$ cat src/rtl/rsplit_pkg.sv
package rsplit_pkg;

    localparam int NTHR  = 4;
    localparam int NPAIR = NTHR * (NTHR - 1) / 2;
    localparam int NGRP  = 1 << NTHR;

    typedef logic [NTHR-1:0]  tmask_t;
    typedef logic [NPAIR-1:0] pairv_t;

    typedef struct packed {
        logic [NTHR-1:0]   vld;
        tmask_t [NTHR-1:0] m;
    } split_t;

    // lower-numbered thread of pair p
    function automatic int unsigned lo_thr(int unsigned p);
        case (p)
            0, 1, 2: return 0;
            3, 4:    return 1;
            default: return 2;
        endcase
    endfunction

    // higher-numbered thread of pair p
    function automatic int unsigned hi_thr(int unsigned p);
        case (p)
            0:       return 1;
            1, 3:    return 2;
            default: return 3;
        endcase
    endfunction

    // pairs whose two threads are both inside m
    function automatic pairv_t pairs_within(tmask_t m);
        pairv_t r;
        for (int p = 0; p < NPAIR; p++)
            r[p] = m[lo_thr(p)] & m[hi_thr(p)];
        return r;
    endfunction

    // pairs with at least one thread inside m
    function automatic pairv_t pairs_touching(tmask_t m);
        pairv_t r;
        for (int p = 0; p < NPAIR; p++)
            r[p] = m[lo_thr(p)] | m[hi_thr(p)];
        return r;
    endfunction

    function automatic int unsigned size_of(tmask_t m);
        int unsigned n = 0;
        for (int t = 0; t < NTHR; t++)
            n += int'(m[t]);
        return n;
    endfunction

endpackage

$ cat src/rtl/share_table.sv
module share_table
    import rsplit_pkg::*;
#(
    parameter int NUM_REGS = 32,
    parameter int SP_REG   = 29,
    localparam int IW      = $clog2(NUM_REGS)
) (
    input  logic                          clk,
    input  logic                          rst,
    input  logic                          mt_mode,
    input  logic                          wr_en,
    input  logic [IW-1:0]                 wr_idx,
    input  pairv_t                        wr_touch,
    input  pairv_t                        wr_val,
    output pairv_t [NUM_REGS-1:0]         tbl_q
);

    for (genvar r = 0; r < NUM_REGS; r++) begin : g_ent
        localparam bit IS_SP = (r == SP_REG);
        always_ff @(posedge clk) begin
            if (rst)
                tbl_q[r] <= (mt_mode && IS_SP) ? '0 : '1;
            else if (wr_en && wr_idx == IW'(r))
                tbl_q[r] <= (tbl_q[r] & ~wr_touch) | (wr_val & wr_touch);
        end
    end

    // no write request leaves every entry as it was
    assert_hold_R10: assert property (@(posedge clk) disable iff (rst)
        !wr_en |=> $stable(tbl_q));

endmodule

$ cat src/rtl/group_eval.sv
module group_eval
    import rsplit_pkg::*;
(
    input  pairv_t            share,
    output logic [NGRP-1:0]   grp_ok
);

    // a group may run once when every pair inside it shares; singletons need no pair
    for (genvar g = 0; g < NGRP; g++) begin : g_grp
        if (g == 0) begin : g_empty
            assign grp_ok[g] = 1'b0;
        end else begin : g_real
            localparam pairv_t NEED = pairs_within(tmask_t'(g));
            assign grp_ok[g] = ((NEED & ~share) == '0);
        end
    end

endmodule

$ cat src/rtl/split_chooser.sv
module split_chooser
    import rsplit_pkg::*;
(
    input  logic             clk,
    input  logic             rst,
    input  tmask_t           mask,
    input  logic [NGRP-1:0]  grp_ok,
    output split_t           res
);

    function automatic tmask_t pick_largest(tmask_t rem, logic [NGRP-1:0] ok);
        tmask_t      best = '0;
        int unsigned bsz  = 0;
        for (int g = 1; g < NGRP; g++) begin
            tmask_t c = tmask_t'(g);
            if (((c & ~rem) == '0) && ok[g] && size_of(c) > bsz) begin
                best = c;
                bsz  = size_of(c);
            end
        end
        return best;
    endfunction

    tmask_t [NTHR:0] rem;
    assign rem[0] = mask;

    for (genvar k = 0; k < NTHR; k++) begin : g_stage
        tmask_t pick;
        assign pick       = pick_largest(rem[k], grp_ok);
        assign res.m[k]   = pick;
        assign res.vld[k] = (rem[k] != '0);
        assign rem[k+1]   = rem[k] & ~pick;

        // every issued group is one the sharing evaluation allowed
        assert_grp_allowed_R3: assert property (@(posedge clk) disable iff (rst)
            res.vld[k] |-> grp_ok[res.m[k]]);
        // issued group never reaches outside the incoming mask
        assert_subset_R4: assert property (@(posedge clk) disable iff (rst)
            (res.m[k] & ~mask) == '0);
    end

endmodule

$ cat src/rtl/share_splitter.sv
module share_splitter
    import rsplit_pkg::*;
#(
    parameter int NUM_REGS = 32,
    parameter int SP_REG   = 29,
    localparam int IW      = $clog2(NUM_REGS)
) (
    input  logic          clk,
    input  logic          rst,
    input  logic          mt_mode,
    input  logic          in_valid,
    input  logic [3:0]    in_mask,
    input  logic          src0_en,
    input  logic [IW-1:0] src0_idx,
    input  logic          src1_en,
    input  logic [IW-1:0] src1_idx,
    input  logic          dst_en,
    input  logic [IW-1:0] dst_idx,
    output logic [3:0]    out_valid,
    output logic [15:0]   out_mask,
    output logic [2:0]    out_count
);

    pairv_t [NUM_REGS-1:0] tbl_q;
    pairv_t                share;
    logic [NGRP-1:0]       grp_ok;
    split_t                res;
    tmask_t                eff_mask;
    logic                  wr_en;
    pairv_t                wr_touch;
    pairv_t                wr_val;

    share_table #(.NUM_REGS(NUM_REGS), .SP_REG(SP_REG)) u_tbl (
        .clk(clk), .rst(rst), .mt_mode(mt_mode),
        .wr_en(wr_en), .wr_idx(dst_idx), .wr_touch(wr_touch), .wr_val(wr_val),
        .tbl_q(tbl_q)
    );

    // AND the source entries; an unused source constrains nothing
    always_comb begin
        share = '1;
        if (src0_en) share &= tbl_q[src0_idx];
        if (src1_en) share &= tbl_q[src1_idx];
    end

    group_eval u_eval (.share(share), .grp_ok(grp_ok));

    assign eff_mask = in_valid ? tmask_t'(in_mask) : '0;

    split_chooser u_choose (
        .clk(clk), .rst(rst), .mask(eff_mask), .grp_ok(grp_ok), .res(res)
    );

    // destination entry rewrite
    always_comb begin
        wr_en    = in_valid && dst_en;
        wr_touch = pairs_touching(eff_mask);
        wr_val   = '0;
        for (int k = 0; k < NTHR; k++)
            if (res.vld[k]) wr_val |= pairs_within(res.m[k]);
    end

    always_comb begin
        out_count = '0;
        for (int k = 0; k < NTHR; k++)
            out_count += 3'(res.vld[k]);
    end

    assign out_valid = res.vld;
    assign out_mask  = res.m;

    assert_cover_R4: assert property (@(posedge clk) disable iff (rst)
        in_valid |-> (res.m[0] | res.m[1] | res.m[2] | res.m[3]) == in_mask);

    assert_disjoint_R4: assert property (@(posedge clk) disable iff (rst)
        ((res.m[0] & res.m[1]) | (res.m[0] & res.m[2]) | (res.m[0] & res.m[3]) |
         (res.m[1] & res.m[2]) | (res.m[1] & res.m[3]) | (res.m[2] & res.m[3])) == '0);

    assert_packed_R6: assert property (@(posedge clk) disable iff (rst)
        out_valid == 4'b0000 || out_valid == 4'b0001 ||
        out_valid == 4'b0011 || out_valid == 4'b0111 || out_valid == 4'b1111);

    assert_idle_R6: assert property (@(posedge clk) disable iff (rst)
        !in_valid |-> out_valid == 4'b0000);

    assert_single_clear_R9: assert property (@(posedge clk) disable iff (rst)
        (in_valid && dst_en && $countones(in_mask) == 1) |=>
        (tbl_q[$past(dst_idx)] & pairs_touching($past(in_mask))) == '0);

    assert_untouched_R8: assert property (@(posedge clk) disable iff (rst)
        (in_valid && dst_en) |=>
        (tbl_q[$past(dst_idx)] & ~pairs_touching($past(in_mask))) ==
        ($past(tbl_q[dst_idx]) & ~pairs_touching($past(in_mask))));

endmodule

$ cat config.mk
export PLATFORM = sky130hd
export DESIGN_NAME = share_splitter
export DESIGN_NICKNAME = d
export VERILOG_FILES = /design/src/rtl/rsplit_pkg.sv /design/src/rtl/share_table.sv /design/src/rtl/group_eval.sv /design/src/rtl/split_chooser.sv /design/src/rtl/share_splitter.sv
export SDC_FILE = /design/constraint.sdc
export NUM_CORES = 1
export LEC_CHECK = 0
export ABC_CLOCK_PERIOD_IN_PS = 7400
export BUFFER_PORTS_ARGS = -buffer_cell sky130_fd_sc_hd__clkbuf_2
export CORE_ASPECT_RATIO = 0.7
export CORE_MARGIN = 3
export CORE_UTILIZATION = 40
export CTS_BUF_LIST = sky130_fd_sc_hd__clkbuf_16
export DETAILED_ROUTE_END_ITERATION = 10
export PLACE_DENSITY = 0.6
export SLEW_MARGIN = 25
export SYNTH_ARGS = -nofsm -noshare
export SYNTH_HDL_FRONTEND = slang
export SYNTH_SLANG_ARGS = --single-unit
$ cat constraint.sdc
create_clock -name clk -period 7.4 [get_ports clk]
set_input_delay 1.48 -clock clk [delete_from_list [all_inputs] [get_ports clk]]
set_output_delay 1.48 -clock clk [all_outputs]
set_load 0.02 [all_outputs]
==> impl_table.tex <==
\begin{tabular}{lr}
\hline
Metric & Value \\
\hline
\multicolumn{2}{l}{\textbf{Worst setup path}} \\
Max incr delay on CP & 0.49 ns \\
Depth of the most critical reg-to-reg path & 13 \\
Worst-case register-to-register setup slack & 3.09 ns \\
Slowest cell on crit path & mux4\_2 \\
Startpoint type of the worst setup path & input pin \\
Crit path max fanout & 10 \\
Sequence of cells on the critical path & clkbuf\_2, buf\_12, mux4\_2, a22o\_1, a211oi\_1, a21oi\_2, nand3\_2, o211a\_1, nor2b\_1, a22oi\_1, o211ai\_1, mux2\_2, nand2b\_1, fa\_1, inv\_1, ha\_1, ha\_1, clkbuf\_2 \\
Data arrival time at the worst-slack endpoint & around 5.8 ns \\
Crit Path Category & in2out \\
Sort of element at the end of the critical path & output port \\
Required time at the worst-slack endpoint & 5.92 ns \\
\multicolumn{2}{l}{\textbf{Layout}} \\
Commonest cells after routing, fill and taps aside & dfxtp\_1, o21ai\_0, nand2\_1, nor2\_1, o311ai\_1 \\
Final layout net count & about 1200 \\
Final standard cell area without fillers & 12670 µm² \\
Share of layout cells above drive strength 1 & between 10\% and 20\% \\
Area growth syn-to-layout & 9.141\% \\
Most common cell after layout, fill and taps aside & dfxtp\_1 \\
Post-route core utilization & 44.92\% \\
Antenna Diode Count & 0 \\
\multicolumn{2}{l}{\textbf{Logic synthesis}} \\
EDFF count, synth & 6 \\
Area fraction in compound gates after synthesis & 27.27\% \\
Xor/xnor share of the synthesized area & 0\% \\
Post-synthesis share of cell area spent on and, or, nand and nor gates & $\sim$12\% \\
Total number of yosys warnings & 0 \\
Sequential cell area fraction in the yosys report & 33.63\% \\
Mean area per synthesized cell & between 9 and 10 µm² \\
Combinational family with the most area after synthesis & compound AO/OA/AOI/OAI gates \\
Distinct cell type count after synthesis & 80 \\
Share of synthesized flip-flops with an asynchronous set or reset & 0\% \\
Synthesized flop and latch total & 192 \\
Most frequently used flop master after synthesis & dfxtp\_1 \\
Fraction of synthesized area in multiplexers & 18.40\% \\
Cell area after synthesis & between 10000 and 15000 µm² \\
Post-Syn Instances & 1230 \\
Adder and majority cell fraction of the synthesized area & 0.3881\% \\
\multicolumn{2}{l}{\textbf{Detailed routing}} \\
\# DRC & 0 \\
Total wire length & 40540 µm \\
DRC violation total after the first TritonRoute iteration & 1544 \\
DRT met1 WL & 18690 µm \\
Vias per inst & between 6 and 7 \\
Routed Antenna Nets & 0 \\
Met2 wire len & 16560 µm \\
Vias after detailed routing & 10680 \\
Drt wl/cell & 25.56 µm \\
Top layer used by detailed routing & met4 \\
Detailed Routing Iterations Pass 1 & 6 \\
Met3 wire length & 4728 µm \\
\multicolumn{2}{l}{\textbf{Power}} \\
Leakage component of the power & 4.262 nW \\
Pwr Density & 185.5 nW/µm² \\
Worst voltage drop across the vdd grid & 146.4 µV \\
Design Power & 0.002351 W \\
\multicolumn{2}{l}{\textbf{Clock tree}} \\
Clock transition at the registers of the reported paths & 0.08 ns \\
CTS Sinks & between 150 and 200 \\
Maximum number of buffers from clock root to sink & 2 \\
Buffer count from post-CTS setup fixing & 0 \\
Clk\_lat worst skew & 0.46 ns \\
Master cell of the clock root buffer & clkbuf\_16 \\
Number of H-tree levels & 4 \\
TritonCTS clock tree & built \\
CTS buffer count & 17 \\
\multicolumn{2}{l}{\textbf{Placed design}} \\
Final Wtd Congestion & between 0.9 and 1 \\
HPWL after detailed placement & around 28000 µm \\
Placed Instance Area & 12010 µm² \\
Port-buffer cells & 44 \\
\multicolumn{2}{l}{\textbf{Min path}} \\
Hold crit path type & reg2reg \\
Worst hold path depth & 2 \\
\multicolumn{2}{l}{\textbf{Global route}} \\
Total Routing Usage GR & around 26\% \\
Maximum number of pins on one net before global-route repair & 95 \\
Antenna violations before repair & 0 \\
Number of global-route vias before repair & 9551 \\
Remaining Overflow, GRT & 0 \\
First-pass GRT wire length & 61440 µm \\
\multicolumn{2}{l}{\textbf{Die}} \\
Die Span X & about 210 µm \\
Site Rows & 51 \\
Die height & 148.5 µm \\
CORE AREA & 28200 µm² \\
Number of top-level pins & 49 \\
Initial core utilization & 41.15\% \\
Total die area & between 30000 and 40000 µm² \\
\multicolumn{2}{l}{\textbf{STA}} \\
Max-slew violation total from the final report & 0 \\
Aggregate negative setup slack & 0 ns \\
Skew final & 0.01228 ns \\
Slew at the pin closest to its max-slew limit & 1.023 ns \\
RSZ-0062 raised after global routing & false \\
Shortest clock period the worst path allows after layout & 7.227 ns \\
Hold Worst Slack & 0.5060 ns \\
Share of the clock period used by the worst path & between 90\% and 100\% \\
Final setup violation count & 0 \\
Hold Vio Cnt, Final & 0 \\
Maximum clock rate & 138.4 MHz \\
Max-Slew Margin vs Limit & 31.82\% \\
\multicolumn{2}{l}{\textbf{Status}} \\
Outcome & complete, no violations \\
\multicolumn{2}{l}{\textbf{Flow run}} \\
Max-cap check violation count & 0 \\
\hline
\end{tabular}
[worst max-delay path by stage]
stage / startpoint / depth (start not counted) / slack (ns) / to
after floorplan: src0_idx[0] / 19 / 0.62 / out_count[1]
after global placement: src0_idx[0] / 18 / 0.19 / out_count[1]
after detailed placement: src0_idx[0] / 18 / 0.17 / out_count[1]
after CTS: src0_idx[0] / 18 / 0.16 / out_count[1]
after global routing: src0_idx[0] / 18 / 0.002 / out_count[1]
final: src1_idx[0] / 18 / 0.17 / out_count[1]
[final cells by class]
class / count / area, µm²
fill: 2728 / 15540
multi-input combinational: 877 / 6872
sequential: 192 / 3904
tap: 371 / 464.2
inverter: 9 / 36.28
timing repair buffer: 105 / 819.5
clock inverter: 15 / 147.6
clock buffer: 17 / 425.4
[where the power goes]
group          internal [W]  total, W  switching [W]
Sequential          0.00104   0.00105     0.00000557
Combinational      0.000115  0.000366       0.000251
Clock              0.000475  0.000934       0.000459
[logic make-up (layout without fill, tap and decap cells)]
group,Yosys count,in the layout
AOI/OAI and AO/OA,439,439
adders and majority gates,3,3
buffers and inverters,164,146
DFF,192,192
muxes,126,126
other,1,4
and+or+nand+nor,305,305
[what timing repair did]
action,4_1_cts,5_1_grt
endpoints found under the hold margin,0,0
endpoints found under the setup margin,0,2
hold buffers,0,0
resized for setup,0,7
[synth_stat cells, types with 3 or more instances]
cell type / number / area share, %
a22o_1: 5 / 0.38
buf_6: 17 / 1.6
buf_4: 18 / 1.2
buf_2: 9 / 0.39
clkbuf_1: 88 / 2.8
buf_8: 4 / 0.52
o311ai_0: 49 / 3.7
nor2b_1: 7 / 0.38
o221ai_1: 6 / 0.45
o31ai_1: 3 / 0.19
a21oi_1: 12 / 0.52
inv_1: 8 / 0.26
and2_1: 11 / 0.59
nor2_1: 92 / 3.0
o311ai_1: 75 / 5.7
o21ai_1: 5 / 0.22
mux2i_1: 56 / 4.8
a211oi_1: 21 / 1.4
dfxtp_1: 186 / 32
mux4_2: 65 / 13
o22ai_1: 16 / 0.86
a31oi_1: 5 / 0.27
edfxtp_1: 6 / 1.6
nor3_1: 9 / 0.39
nand2_1: 102 / 3.3
o32a_1: 31 / 2.7
a21oi_2: 6 / 0.45
o211a_1: 4 / 0.34
nor4_1: 6 / 0.32
dlygate4sd1_1: 3 / 0.23
nand2b_1: 7 / 0.38
nand3b_1: 5 / 0.32
o211ai_1: 8 / 0.52
a22oi_1: 18 / 1.2
nand3_1: 39 / 1.7
buf_1: 13 / 0.42
o21ai_0: 159 / 6.9
[per-layer routing]
layer	vias up	global-route usage [%]
met5	-	0
met4	0	6.122
met3	45	8.855
met1	5301	39.12
li1	4753	-
met2	580	35.36
[metrics by stage]
stage	instances	setup slack [ns]
after floorplan	1233	0.6218
after global routing	1586	0.001875
final	1586	0.1735
after detailed placement	1552	0.1727
after global placement	1552	0.1853
after CTS	1584	0.1605
[worst max-delay path, delay by kind of cell]
| kind | cells | cell delay, ns |
|---|---|---|
| simple gates | 3 | 0.52 |
| mux | 2 | 0.88 |
| fa+ha+maj | 3 | 0.91 |
| buf+inv | 4 | 0.54 |
| compound gates | 6 | 1.41 |
No activity file was read; power rests on OpenSTA's default activity.
